===== src/rtl/cmdq_pkg.sv =====
package cmdq_pkg;

  localparam int unsigned OFF_BASE = 32'h10;
  localparam int unsigned OFF_END  = 32'h14;
  localparam int unsigned OFF_WPTR = 32'h18;
  localparam int unsigned OFF_RPTR = 32'h1C;
  localparam int unsigned OFF_CTRL = 32'h20;
  localparam int unsigned OFF_STAT = 32'h24;

  typedef enum logic [2:0] {
    SEL_NONE,
    SEL_BASE,
    SEL_END,
    SEL_WPTR,
    SEL_RPTR,
    SEL_CTRL,
    SEL_STAT
  } reg_sel_e;

endpackage


===== src/rtl/cmdq_addr_dec.sv =====
module cmdq_addr_dec
  import cmdq_pkg::*;
#(
  parameter int ADDR_W    = 8,
  parameter int WIN_BYTES = 32'h30
) (
  input  logic [ADDR_W-1:0] addr_i,
  output reg_sel_e          sel_o
);

  localparam logic [ADDR_W-1:0] WIN_LIMIT = ADDR_W'(WIN_BYTES);

  always_comb begin
    sel_o = SEL_NONE;
    if (addr_i < WIN_LIMIT) begin
      case (addr_i)
        ADDR_W'(OFF_BASE): sel_o = SEL_BASE;
        ADDR_W'(OFF_END):  sel_o = SEL_END;
        ADDR_W'(OFF_WPTR): sel_o = SEL_WPTR;
        ADDR_W'(OFF_RPTR): sel_o = SEL_RPTR;
        ADDR_W'(OFF_CTRL): sel_o = SEL_CTRL;
        ADDR_W'(OFF_STAT): sel_o = SEL_STAT;
        default:           sel_o = SEL_NONE;
      endcase
    end
  end

endmodule


===== src/rtl/cmdq_queue_regs.sv =====
module cmdq_queue_regs #(
  parameter int          DATA_W   = 32,
  parameter logic [31:0] PTR_MASK = 32'h000F_FFF0,
  parameter logic [31:0] ARM_KEY  = 32'hEE88_2266
) (
  input  logic              clk,
  input  logic              rst_n,
  input  logic              wr_base_i,
  input  logic              wr_end_i,
  input  logic              wr_wptr_i,
  input  logic              wr_rptr_i,
  input  logic [DATA_W-1:0] wdata_i,
  output logic [DATA_W-1:0] base_o,
  output logic [DATA_W-1:0] end_o,
  output logic [DATA_W-1:0] wptr_o,
  output logic [DATA_W-1:0] rptr_o,
  output logic              armed_o,
  output logic              done_o
);

  localparam logic [DATA_W-1:0] MASK_W = DATA_W'(PTR_MASK);
  localparam logic [DATA_W-1:0] KEY_W  = DATA_W'(ARM_KEY);

  logic [DATA_W-1:0] base_q, base_d;
  logic [DATA_W-1:0] end_q,  end_d;
  logic [DATA_W-1:0] wptr_q, wptr_d;
  logic [DATA_W-1:0] rptr_q, rptr_d;
  logic              armed_q, armed_d;
  logic              en_q;

  // one shared clock enable: any access that can touch this bank
  assign en_q = wr_base_i | wr_end_i | wr_wptr_i | wr_rptr_i;

  always_comb begin
    base_d  = base_q;
    end_d   = end_q;
    wptr_d  = wptr_q;
    rptr_d  = rptr_q;
    armed_d = armed_q;
    if (wr_base_i) base_d = wdata_i;
    if (wr_end_i)  end_d  = wdata_i & MASK_W;
    if (wr_wptr_i) begin
      wptr_d  = wdata_i & MASK_W;
      rptr_d  = wdata_i & MASK_W;
      armed_d = 1'b0;
    end
    if (wr_rptr_i && (wdata_i == KEY_W)) armed_d = 1'b1;
  end

  always_ff @(posedge clk or negedge rst_n) begin
    if (!rst_n) begin
      base_q  <= '0;
      end_q   <= '0;
      wptr_q  <= '0;
      rptr_q  <= '0;
      armed_q <= 1'b0;
    end else if (en_q) begin
      base_q  <= base_d;
      end_q   <= end_d;
      wptr_q  <= wptr_d;
      rptr_q  <= rptr_d;
      armed_q <= armed_d;
    end
  end

  assign base_o  = base_q;
  assign end_o   = end_q;
  assign wptr_o  = wptr_q;
  assign rptr_o  = rptr_q;
  assign armed_o = armed_q;
  assign done_o  = wr_wptr_i & ~armed_q;

endmodule


===== src/rtl/cmdq_irq_regs.sv =====
module cmdq_irq_regs #(
  parameter int          DATA_W    = 32,
  parameter logic [31:0] CTRL_MASK = 32'hBFEF_F07F,
  parameter logic [31:0] STAT_RST  = 32'h0000_F800,
  parameter int          FIRST_SRC = 4,
  parameter int          NUM_SRC   = 2
) (
  input  logic              clk,
  input  logic              rst_n,
  input  logic              wr_ctrl_i,
  input  logic              wr_stat_i,
  input  logic [DATA_W-1:0] wdata_i,
  input  logic              done_i,
  output logic [DATA_W-1:0] ctrl_o,
  output logic [DATA_W-1:0] stat_o,
  output logic              irq_o
);

  localparam logic [DATA_W-1:0] CMASK_W  = DATA_W'(CTRL_MASK);
  localparam logic [DATA_W-1:0] SRST_W   = DATA_W'(STAT_RST);
  localparam logic [DATA_W-1:0] DONE_SET = DATA_W'(((1 << NUM_SRC) - 1) << FIRST_SRC);

  logic [DATA_W-1:0] ctrl_q, ctrl_d;
  logic [DATA_W-1:0] stat_q, stat_d;
  logic              ctrl_en, stat_en;
  logic [NUM_SRC-1:0] src_hit;

  assign ctrl_en = wr_ctrl_i;
  assign stat_en = wr_stat_i | done_i;

  always_comb begin
    ctrl_d = wr_ctrl_i ? (wdata_i & CMASK_W) : ctrl_q;
    stat_d = stat_q;
    if (wr_stat_i) stat_d = stat_d & ~wdata_i;
    if (done_i)    stat_d = stat_d | DONE_SET;
  end

  always_ff @(posedge clk or negedge rst_n) begin
    if (!rst_n)       ctrl_q <= '0;
    else if (ctrl_en) ctrl_q <= ctrl_d;
  end

  always_ff @(posedge clk or negedge rst_n) begin
    if (!rst_n)       stat_q <= SRST_W;
    else if (stat_en) stat_q <= stat_d;
  end

  for (genvar k = 0; k < NUM_SRC; k++) begin : g_src
    assign src_hit[k] = stat_q[FIRST_SRC+k] & ctrl_q[FIRST_SRC+k];
  end

  assign irq_o  = |src_hit;
  assign ctrl_o = ctrl_q;
  assign stat_o = stat_q;

endmodule


===== src/rtl/cmdq_reg_stub.sv =====
module cmdq_reg_stub
  import cmdq_pkg::*;
#(
  parameter int          ADDR_W    = 8,
  parameter int          WIN_BYTES = 32'h30,
  parameter logic [31:0] PTR_MASK  = 32'h000F_FFF0,
  parameter logic [31:0] CTRL_MASK = 32'hBFEF_F07F,
  parameter logic [31:0] STAT_RST  = 32'h0000_F800,
  parameter logic [31:0] ARM_KEY   = 32'hEE88_2266
) (
  input  logic              clk,
  input  logic              rst_n,
  input  logic              psel,
  input  logic              penable,
  input  logic              pwrite,
  input  logic [ADDR_W-1:0] paddr,
  input  logic [31:0]       pwdata,
  output logic [31:0]       prdata,
  output logic              irq_o
);

  localparam int DATA_W = 32;

  reg_sel_e    sel;
  logic        wr_en;
  logic [31:0] base_q, end_q, wptr_q, rptr_q, ctrl_q, stat_q;
  logic        armed_q, done;

  assign wr_en = psel & penable & pwrite;

  cmdq_addr_dec #(.ADDR_W(ADDR_W), .WIN_BYTES(WIN_BYTES)) dec_i (
    .addr_i (paddr),
    .sel_o  (sel)
  );

  cmdq_queue_regs #(.DATA_W(DATA_W), .PTR_MASK(PTR_MASK), .ARM_KEY(ARM_KEY)) queue_i (
    .clk       (clk),
    .rst_n     (rst_n),
    .wr_base_i (wr_en && sel == SEL_BASE),
    .wr_end_i  (wr_en && sel == SEL_END),
    .wr_wptr_i (wr_en && sel == SEL_WPTR),
    .wr_rptr_i (wr_en && sel == SEL_RPTR),
    .wdata_i   (pwdata),
    .base_o    (base_q),
    .end_o     (end_q),
    .wptr_o    (wptr_q),
    .rptr_o    (rptr_q),
    .armed_o   (armed_q),
    .done_o    (done)
  );

  cmdq_irq_regs #(.DATA_W(DATA_W), .CTRL_MASK(CTRL_MASK), .STAT_RST(STAT_RST),
                  .FIRST_SRC(4), .NUM_SRC(2)) irq_i (
    .clk       (clk),
    .rst_n     (rst_n),
    .wr_ctrl_i (wr_en && sel == SEL_CTRL),
    .wr_stat_i (wr_en && sel == SEL_STAT),
    .wdata_i   (pwdata),
    .done_i    (done),
    .ctrl_o    (ctrl_q),
    .stat_o    (stat_q),
    .irq_o     (irq_o)
  );

  always_comb begin
    prdata = '0;
    if (psel) begin
      case (sel)
        SEL_BASE: prdata = base_q;
        SEL_END:  prdata = end_q;
        SEL_WPTR: prdata = wptr_q;
        SEL_RPTR: prdata = rptr_q;
        SEL_CTRL: prdata = ctrl_q;
        SEL_STAT: prdata = stat_q;
        default:  prdata = '0;
      endcase
    end
  end

endmodule


===== config.mk =====
export PLATFORM = sky130hd
export DESIGN_NAME = cmdq_reg_stub
export DESIGN_NICKNAME = d
export VERILOG_FILES = /design/src/rtl/cmdq_pkg.sv /design/src/rtl/cmdq_addr_dec.sv /design/src/rtl/cmdq_queue_regs.sv /design/src/rtl/cmdq_irq_regs.sv /design/src/rtl/cmdq_reg_stub.sv
export SDC_FILE = /design/constraint.sdc
export NUM_CORES = 1
export LEC_CHECK = 0
export CAP_MARGIN = 0
export CORE_MARGIN = 4
export CORE_UTILIZATION = 40
export DETAILED_ROUTE_END_ITERATION = 6
export HOLD_SLACK_MARGIN = 0.05
export SYNTH_ARGS = -nofsm -noshare
export SYNTH_HDL_FRONTEND = slang
export SYNTH_SLANG_ARGS = --single-unit

===== constraint.sdc =====
create_clock -name clk -period 5.5 [get_ports clk]
set_input_delay 1.1 -clock clk [delete_from_list [all_inputs] [get_ports clk]]
set_output_delay 1.1 -clock clk [all_outputs]
set_load 0.01 [all_outputs]

==> results.json, run 1 <==
{
  "ys_types": 32,
  "max_stage_delay_ps": 660,
  "clk_path_buf_depth": 2,
  "clock_latency_ps": 410,
  "postCtsHoldBufs": 0,
  "wl_met1_mm": 6.86,
  "drc": 0,
  "avgSynthCellArea_um2": 13.2,
  "synthTopCellsByArea": "dfrtp_1, mux2_2, a22o_1",
  "fillCellCount": 1152,
  "cap_violations": 0,
  "fin_crit_sh_pct": 85.3,
  "synth_top_family_by_area": "multiplexers",
  "routed-wl-met3_um": 667,
  "finClkSkew_ps": 1.40,
  "placementRows": 42,
  "fin_tns_setup_ps": 0,
  "synth_top_area_cell": "dfrtp_1",
  "dieHeight_um": 125,
  "cp_top_family": "buffers and inverters",
  "cpMostUsedCell": "clkdlybuf4s50_1",
  "synth_nets": 458,
  "vias": 3893,
  "antenna_left": 0,
  "dr_wl_met2_mm": 6.52,
  "cts_sinks": 122,
  "cts_resized": 0,
  "syn_to_final_growth_pct": 27.0,
  "setup_viol": 0,
  "finalMaxSlewViolations": 0,
  "antenna_found_initial": 0,
  "cp_slowest_cell": "or4b_1",
  "wl_mm": 14.3,
  "power.density_nw_per_um2": 286,
  "cts_made_buffers": 17,
  "synth_ff_type": "dfrtp_1",
  "synthMuxAreaShare_pct": 18.9,
  "synthXorXnorAreaFrac_pct": 0,
  "synth_edf_count": 0,
  "drt_first_pass_iters": 5,
  "synthCells": 413,
  "clock-root-buffer": "clkbuf_16",
  "yosysTopAreaCellShare_pct": 53.7,
  "floorplan.initialDensity_pct": 41.0,
  "place_area_um2": 6420,
  "via_per_inst": 5.72,
  "clock.fmax_mhz": 213,
  "first_iter_violations": 321,
  "crit_path_cell_trace": "clkdlybuf4s50_1 > or4b_1 > o21ai_0 > nand3_1 > buf_4 > nor2_1 > clkdlybuf4s50_1",
  "yosys_register_bits": 122,
  "dieArea_um2": 15600,
  "place_congestion": 0.819,
  "postCtsSetupBuffers": 0,
  "min_path_type": "flip-flop to flip-flop",
  "crit_fanout": 22,
  "cts_tree": "yes",
  "grt_pass1_vias": 4155,
  "htree_levels": 4,
  "io_buffers": 77,
  "ir_drop_mv": 0.187,
  "fin_crit_ps": 4690,
  "top_layer": "met4",
  "relSlewSlack_pct": 34.9,
  "cp_num_buf_inv": 3,
  "worstSetupEndpointType": "primary output",
  "status": "completed",
  "async_flop_share_pct": 100,
  "synth_area_um2": 5450,
  "synth-simple-area-share_pct": 6.95,
  "hold_viol": 0,
  "grt_util_all_layers_pct": 18.8,
  "tightest_slew_ps": 977,
  "grt_pass1_wl_mm": 23.1,
  "synth_compound_area_share_pct": 15.3,
  "cp.arrival_ps": 3590,
  "required_ps": 4400,
  "antennaDiodeCount": 0,
  "final_nets": 542,
  "die_w_um": 125,
  "dp_hpwl_mm": 8.94,
  "drive_gt1_share_pct": 26.9,
  "io_pins": 78,
  "synthAdderAreaFrac_pct": 0,
  "synthTopCellsByCount": "dfrtp_1, mux2_2, a21boi_0, nor2_1, a22o_1",
  "leakagePower_nw": 3.09,
  "rsz0062_at_grt": "no",
  "clk_pin_slew_ps": 50,
  "grt_max_degree": 78,
  "worst_setup_path_start_kind": "primary input",
  "fin_area_um2": 6930,
  "fp.coreArea_um2": 13300,
  "seq_area_frac_synth_pct": 56.1,
  "globalRouteOverflowTotal": 0,
  "yosysMostFrequentCell": "dfrtp_1",
  "yosysWarningCount": 0,
  "wl_per_cell_um": 21.0,
  "path_class": "primary input to primary output"
}
-- cells by family (layout without fill, tap and decap cells) --
family | Yosys count | in the layout
AND/OR/NAND/NOR | 72 | 72
flip-flops | 122 | 122
AO/OA/AOI/OAI | 101 | 101
buffers and inverters | 29 | 121
multiplexers | 89 | 89
-- cell usage in the layout, fill, tap and decap left out --
cell,n
dfrtp_1,117
clkbuf_16,17
nor3_1,4
nor2b_1,2
a22oi_1,9
or4bb_1,1
o2bb2ai_1,3
nand3_1,2
nand3b_1,1
mux2_2,80
nor4b_1,6
bufinv_16,1
nor3_2,1
buf_4,18
a21boi_0,30
dfstp_2,5
clkdlybuf4s50_1,76
mux2_1,2
or4b_4,1
or4b_1,2
clkbuf_8,1
a21oi_1,7
nand4_1,3
nand2_1,12
or4_4,1
o21ai_0,1
clkbuf_1,4
nor4_1,1
or4_1,1
a222oi_1,23
nor2_1,30
clkinv_2,4
a22o_1,28
and3_1,1
or3_1,3
mux2_4,7
-- power by group --
part	internal [mW]	total [mW]	switching, mW	leakage (nW)
clock	0.614	0.968	0.354	0.251
combinational	0.0433	0.0979	0.0546	1.16
sequential	0.910	0.915	0.00538	1.68
-- registers in the layout (all words and copies together) (netlist names) --
| register | count |
|---|---|
| irq_i.ctrl_o | 25 |
| irq_i.stat_o | 32 |
| queue_i.end_o | 16 |
| queue_i.base_o | 32 |
| queue_i.wptr_o | 16 |
| queue_i.armed_o | 1 |
-- per-stage QoR --
stage / util [%] / hold WS [ps] / worst slack [ps] / power (mW) / std cells
3_5_place_dp: 48.3 / 471 / 839 / 1.03 / 654
3_3_place_gp: 48.3 / 467 / 879 / 1.03 / 654
5_1_grt: 52.1 / 488 / 694 / 2.05 / 681
6_report: 52.1 / 477 / 810 / 1.98 / 681
4_1_cts: 52.1 / 479 / 812 / 2.00 / 681
2_1_floorplan: - / 439 / 1800 / 0.951 / 413
-- layout make-up --
cell class                      instances  area [um2]  share of cell area [%]
Clock buffer                           22         454                    6.56
Multi-Input combinational cell        262        2250                    32.4
Sequential cell                       122        3060                    44.2
Timing Repair Buffer                   94         896                    12.9
Clock inverter                          5        50.0                   0.723
Tap cell                              176         220                    3.18
-- metal layers --
| metal | vias to the layer above | global-route usage, % |
|---|---|---|
| li1 | 1748 | - |
| met1 | 2009 | 26.0 |
| met2 | 118 | 28.9 |
| met3 | 18 | 4.42 |
| met4 | 0 | 7.29 |
| met5 | - | 0 |
-- path summary, 6_finish.rpt --
check                                                   start                        endpoint  slack, ps  cells after the start
worst min register to register    queue_i.armed_o$_DFFE_PN0P_     irq_i.stat_o[5]$_DFFE_PN0P_        480                      1
worst min-delay path              queue_i.armed_o$_DFFE_PN0P_     irq_i.stat_o[5]$_DFFE_PN0P_        480                      1
max in group asynchronous                               rst_n  queue_i.wptr_o[10]$_DFFE_PN0P_       3480                      2
worst max-delay path                                 paddr[7]                      prdata[26]        810                      7
worst max register to register  queue_i.base_o[7]$_DFFE_PN0P_   queue_i.base_o[7]$_DFFE_PN0P_       4680                      1
min in group asynchronous                               rst_n   queue_i.base_o[8]$_DFFE_PN0P_        850                      1
(Power assumes the default switching activity.)
==> run 2: changes to the inputs <==
Settings changed: ABC_CLOCK_PERIOD_IN_PS set to 5500.
==> results of run 2 <==
No change in the layout: final DEF, timing and power equal those of run 1.
